**src/rtl/sync_sched_pkg.sv**
```systemverilog
package sync_sched_pkg;

    // Rate bands: index 0 is the fastest link rate, each step down doubles
    // the minimum sync width.
    typedef enum logic [1:0] {
        BAND_TOP  = 2'd0,
        BAND_HIGH = 2'd1,
        BAND_MID  = 2'd2,
        BAND_LOW  = 2'd3
    } band_e;

    // Busy cycle ahead of the pulse and after it.
    localparam int unsigned GUARD_LEAD = 1;
    localparam int unsigned GUARD_TAIL = 1;
    // Period must exceed width by this much so one ready cycle remains.
    localparam int unsigned PERIOD_SLACK = GUARD_LEAD + GUARD_TAIL + 1;

    // Largest width that still leaves the slack inside a W-bit period.
    function automatic int unsigned width_cap(input int unsigned w_bits);
        return (2 ** w_bits) - 1 - PERIOD_SLACK;
    endfunction

endpackage

```
**src/rtl/sync_sched_cfg.sv**
```systemverilog
module sync_sched_cfg
    import sync_sched_pkg::*;
#(
    parameter int unsigned WIDTH    = 16,
    parameter int unsigned BASE_MIN = 64
) (
    input  logic             clk,
    input  logic             rst,
    input  logic             load,
    input  logic [WIDTH-1:0] cfg_width,
    input  logic [WIDTH-1:0] cfg_period,
    input  band_e            band,
    output logic [WIDTH-1:0] w_act,
    output logic [WIDTH-1:0] p_act
);
    localparam int unsigned XW    = WIDTH + 1;
    localparam logic [XW-1:0] CAP  = XW'(width_cap(WIDTH));
    localparam logic [XW-1:0] BASE = XW'(BASE_MIN);
    localparam logic [XW-1:0] SLK  = XW'(PERIOD_SLACK);

    logic [XW-1:0] floor_v, w_x, p_x;

    always_comb begin
        floor_v = BASE << band;
        w_x     = {1'b0, cfg_width};
        if (w_x < floor_v) w_x = floor_v;
        if (w_x > CAP)     w_x = CAP;
        p_x     = {1'b0, cfg_period};
        if (p_x < w_x + SLK) p_x = w_x + SLK;
    end

    always_ff @(posedge clk) begin
        if (rst || load) begin
            w_act <= w_x[WIDTH-1:0];
            p_act <= p_x[WIDTH-1:0];
        end
    end

    // latched period always leaves room for guards and one ready cycle
    assert_period_room_R5: assert property (@(posedge clk) disable iff (rst)
        ({1'b0, p_act} >= {1'b0, w_act} + SLK));

    // latched width never exceeds the cap
    assert_width_cap_R10: assert property (@(posedge clk) disable iff (rst)
        ({1'b0, w_act} <= CAP));

    // settings hold for the whole period
    assert_hold_mid_period_R6: assert property (@(posedge clk) disable iff (rst)
        !load |=> ($stable(w_act) && $stable(p_act)));
endmodule

```
**src/rtl/sync_sched_timer.sv**
```systemverilog
module sync_sched_timer #(
    parameter int unsigned WIDTH = 16
) (
    input  logic             clk,
    input  logic             rst,
    input  logic [WIDTH-1:0] p_act,
    output logic [WIDTH-1:0] cnt,
    output logic             wrap
);
    assign wrap = (cnt == p_act - WIDTH'(1));

    always_ff @(posedge clk) begin
        if (rst || wrap) cnt <= '0;
        else             cnt <= cnt + WIDTH'(1);
    end

    // the count returns to zero only from the last cycle of a period
    assert_wrap_at_end_R3: assert property (@(posedge clk) disable iff (rst)
        (cnt == '0 && !$past(rst)) |-> ($past(cnt) == $past(p_act) - WIDTH'(1)));
endmodule

```
**src/rtl/sync_sched_decode.sv**
```systemverilog
module sync_sched_decode
    import sync_sched_pkg::*;
#(
    parameter int unsigned WIDTH = 16
) (
    input  logic [WIDTH-1:0] cnt,
    input  logic [WIDTH-1:0] w_act,
    output logic             pulse,
    output logic             ready
);
    localparam int unsigned XW = WIDTH + 1;
    logic [XW-1:0] c_x, w_x;

    always_comb begin
        c_x   = {1'b0, cnt};
        w_x   = {1'b0, w_act};
        pulse = (c_x >= XW'(GUARD_LEAD)) && (c_x <= w_x);
        ready = (c_x > w_x + XW'(GUARD_TAIL));
    end
endmodule

```
**src/rtl/sync_pulse_sched.sv**
```systemverilog
module sync_pulse_sched
    import sync_sched_pkg::*;
#(
    parameter int unsigned WIDTH    = 16,
    parameter int unsigned BASE_MIN = 64
) (
    input  logic             clk,
    input  logic             rst,
    input  logic [WIDTH-1:0] cfg_width,
    input  logic [WIDTH-1:0] cfg_period,
    input  logic [1:0]       band_sel,
    output logic             sync_pulse,
    output logic             data_ready,
    output logic             fill_sel
);
    logic [WIDTH-1:0] w_act, p_act, cnt;
    logic             wrap;

    sync_sched_cfg #(.WIDTH(WIDTH), .BASE_MIN(BASE_MIN)) u_cfg (
        .clk(clk), .rst(rst), .load(wrap),
        .cfg_width(cfg_width), .cfg_period(cfg_period),
        .band(band_e'(band_sel)),
        .w_act(w_act), .p_act(p_act)
    );

    sync_sched_timer #(.WIDTH(WIDTH)) u_timer (
        .clk(clk), .rst(rst), .p_act(p_act), .cnt(cnt), .wrap(wrap)
    );

    sync_sched_decode #(.WIDTH(WIDTH)) u_dec (
        .cnt(cnt), .w_act(w_act), .pulse(sync_pulse), .ready(data_ready)
    );

    assign fill_sel = 1'b1;

    // no user word can be offered while the fill frame is forced
    assert_busy_during_pulse_R9: assert property (@(posedge clk) disable iff (rst)
        sync_pulse |-> !data_ready);

    // ready was already low in the cycle before the pulse rose
    assert_lead_guard_R2: assert property (@(posedge clk) disable iff (rst)
        $rose(sync_pulse) |-> !$past(data_ready));

    // ready stays low in the cycle after the pulse falls
    assert_tail_guard_R2: assert property (@(posedge clk) disable iff (rst)
        $fell(sync_pulse) |-> !data_ready);
endmodule

```
**config.mk**
```make
export PLATFORM = sky130hd
export DESIGN_NAME = sync_pulse_sched
export DESIGN_NICKNAME = d
export VERILOG_FILES = /design/src/rtl/sync_sched_pkg.sv /design/src/rtl/sync_sched_cfg.sv /design/src/rtl/sync_sched_timer.sv /design/src/rtl/sync_sched_decode.sv /design/src/rtl/sync_pulse_sched.sv
export SDC_FILE = /design/constraint.sdc
export NUM_CORES = 1
export LEC_CHECK = 0
export BUFFER_PORTS_ARGS = -buffer_cell sky130_fd_sc_hd__buf_2
export CORE_MARGIN = 4
export CORE_UTILIZATION = 50
export DETAILED_ROUTE_END_ITERATION = 16
export PLACE_DENSITY_LB_ADDON = 0.3
export SLEW_MARGIN = 30
export SYNTH_ARGS = -nofsm -noshare
export SYNTH_HDL_FRONTEND = slang
export SYNTH_SLANG_ARGS = --single-unit
```
**constraint.sdc**
```tcl
create_clock -name clk -period 9 [get_ports clk]
set_input_delay 0.9 -clock clk [delete_from_list [all_inputs] [get_ports clk]]
set_output_delay 0.9 -clock clk [all_outputs]
set_load 0.005 [all_outputs]
```
==> impl_metrics.yaml <==
status:
  status: "finished clean"
yosys:
  yosys.area_share.simple_pct: 23.03
  synth-xor-area-share_pct: 10.56
  synth_compound_area_share_pct: 12.44
  syn-num-nets: 599
  synthAdderAreaFrac_pct: 15.93
  async_reset_ff_share_pct: 0
  yosys_most_used_dff: "edfxtp_1"
  yosysTopAreaCellShare_pct: 21.46
  synthDistinctLibCells: 59
  synth_mux_area_share_pct: 3.857
  yosysTopAreaCell: "edfxtp_1"
  syn_area_um2: 4477
  synth.avg_cell_area_um2: 8.847
  synth_top_family_by_area: "simple AND/OR/NAND/NOR gates"
  synth-seq-cells: 48
  syn_inst: 506
  synth_edf_count: 32
  synthTopCellsByArea: "edfxtp_1, ha_1, xnor2_1"
  synth_seq_area_share_pct: 28.62
  ys_warn_count: 0
floorplanning:
  io_pins: 39
  rows: 34
  dieWidth_um: 102.6
  die_area_um2: 10530
  core_area_um2: 8721
  die_height_um: 102.6
  start_util_pct: 51.33
power:
  power_leakage_nw: 2.086
  p_clk_share_pct: 26.3
  p_sw_mw: 0.1724
  switching_share_pct: 30.00
  p_per_area_nw_per_um2: 118.8
  pwr-share-comb_pct: 25.8
  power.internal_mw: 0.4023
  ir_drop_mv: 0.06341
  power_frac_seq_pct: 47.9
clocking:
  cts_buffer_depth: 2
  cts_tree: "done"
  clk_pin_slew_worst_paths_ps: 90
  worstSkewPairLatency_ps: 300
  cts-resized-gates: 0
  root_buffer: "clkbuf_8"
  clock-sinks: 48
  hold_buffers: 0
  cts_made_buffers: 5
  post-cts-setup-buffers: 0
  htreeDepth: 2
detailed_routing:
  ant_nets: 0
  dr.pass1.iters: 4
  vias_per_cell: 5.958
  drc: 0
  wirelength_mm: 10.95
  vias: 3837
  dr.first_iter.drc_count: 116
  wire_per_inst_um: 17.00
sta:
  period_needed_ps: 5185
  setup_viol: 0
  tns_ps: 0
  drv_slew: 0
  fmax_ghz: 0.1929
  rsz0062_at_grt: "no"
  fin_crit_sh_pct: 57.61
  finClkSkew_ps: 7.113
  hold_slack_ps: 591.6
  worst_slew_pin_slew_ps: 924.8
  finalHoldViolCount: 0
  slew_headroom_pct: 38.35
  setup_slack_ps: 3815
global_routing:
  track_usage_pct: 21.91
  grt.overflow.total: 0
  grt_pass1_wl_mm: 18.29
  grt_start_max_net_pins: 33
  antenna_found_initial: 0
  grt_pass1_vias: 3817
setup_path:
  r2r_slack_ps: 5110
  r2r_end: "u_cfg.w_act[6]"
  cp.arrival_ps: 5240
  crit_required_ps: 9060
  crit_path_max_fanout: 16
  cp-start-kind: "primary input"
  path_class: "in -> reg"
  timing.rr.start: "u_cfg.p_act[2]"
  reg2regPathDepth: 6
  critPathCaptureType: "flip-flop"
min_path:
  hp-start: "u_timer.cnt[0]"
  hold_end: "u_timer.cnt[0]"
  hp-class: "reg -> reg"
  hold_depth: 1
cells_and_area:
  syn2layout_area_growth_pct: 8.077
  final_nets: 628
  drive_gt1_share_pct: 10.63
  fill_cells: 795
  postLayoutCellArea_um2: 4838
  antennaDiodeCount: 0
place:
  placed_cell_area_um2: 4732
  io_buffers: 37
  gp_congestion: 0.9361
  dp.final_hpwl_mm: 8.908
  dp_slack_ps: 3571
run:
  cap_violations: 0
==> per-stage QoR <==
step / util (%) / total power [mW] / cells
after global routing: 55.48 / 0.6075 / 644
after detailed placement: 54.26 / 0.4269 / 636
after CTS: 55.48 / 0.5760 / 644
final: 55.48 / 0.5748 / 644
after global placement: 54.26 / 0.4219 / 636
after floorplan: - / 0.3803 / 506
==> kinds of logic (layout without fill, tap and decap cells) <==
group                    after synthesis  in the layout
AND/OR/NAND/NOR                      188            188
AO/OA/AOI/OAI                         79             79
buffers and inverters                 62             92
adder cells (fa/ha/maj)               57             57
XOR/XNOR                              54             54
flip-flops                            48             48
multiplexers                          17             17
other                                  1              1
==> how the worst max path moves through the flow <==
stage / start / endpoint / slack (ps) / cells past startpoint
2_1_floorplan: band_sel[1] / u_cfg.p_act[10] / 3960 / 20
3_3_place_gp: band_sel[1] / u_cfg.p_act[0] / 3750 / 21
4_1_cts: band_sel[1] / u_cfg.p_act[0] / 3890 / 21
3_5_place_dp: band_sel[1] / u_cfg.p_act[0] / 3570 / 21
6_report: band_sel[1] / u_cfg.p_act[0] / 3820 / 21
5_1_grt: band_sel[1] / u_cfg.p_act[0] / 3450 / 21
==> cell type report <==
cell class	count	area [µm²]	share of cell area [%]
timing repair buffer	38	192.7	3.982
multi-input combinational	396	2950	60.98
clock buffer	5	68.82	1.422
clock inverter	3	37.54	0.7758
tap	108	135.1	2.793
sequential	48	1281	26.48
inverter	46	172.7	3.569
==> power groups by stage <==
| stage | logic, mW | registers [mW] | clock network (mW) |
|---|---|---|---|
| 2_1_floorplan | 0.108 | 0.272 | 0 |
| 3_3_place_gp | 0.143 | 0.279 | 0 |
| 3_5_place_dp | 0.147 | 0.280 | 0 |
| 4_1_cts | 0.148 | 0.275 | 0.153 |
| 5_1_grt | 0.168 | 0.277 | 0.162 |
| 6_report | 0.148 | 0.275 | 0.151 |
==> layout by cell type, fill, tap and decap left out, drive strengths merged, types with 9 or more instances in the layout <==
cell / count
edfxtp: 32
ha: 57
mux2i: 15
o21ai: 15
xor2: 15
o21a: 9
dfxtp: 16
nor4: 10
nand2: 30
buf: 38
inv: 46
a21oi: 15
nand3: 28
xnor2: 39
nand4: 15
nor2: 24
nor3: 26
==> critical path, stage by stage <==
cell and delay [ps]:
buf_2 120, or2_2 310, ha_1 270, o21ai_0 70, a21oi_1 200, nor2_1 180
a31oi_1 220, nand2_1 130, ha_1 250, nor2_1 220, nand3_1 160, or3_1 380
xor2_1 170, ha_1 310, nand4_1 80, nor4_1 340, o41ai_1 130, o21ai_0 180
o21ai_1 80, buf_4 220, mux2_2 300
==> per-layer routing <==
layer  wire, µm  track usage, %  up-vias  part of all wire [%]
met2       5044           35.35      113                    46
li1           -               -     1907                     -
met4        314           8.476        0                   2.9
met3        528           2.842       23                   4.8
met1       5057           29.88     1794                    46
met5          0               0        -                     0
==> state kept, by name, summed over array words and instances, names as in the netlist <==
| name | count |
|---|---|
| u_cfg.p_act | 16 |
| u_cfg.w_act | 16 |
| u_timer.cnt | 16 |
==> cells in the mapped netlist (all sizes together), types with 2 or more instances <==
cell	n
o211ai	6
mux2	2
o221ai	2
nand3	28
nand4	15
nor3b	2
o21a	9
buf	4
inv	46
a2111oi	3
edfxtp	32
a21oi	15
or3	6
a211oi	7
nor3	26
and4	8
ha	57
and2	5
a21o	7
or4	4
nor2b	8
clkbuf	12
nor4	10
xnor2	39
or2	3
xor2	15
a31oi	5
nor2	24
dfxtp	16
nand2	30
nand2b	4
o21ai	15
or3b	4
and3	5
mux2i	15
Power figures use the tool's default switching activity.
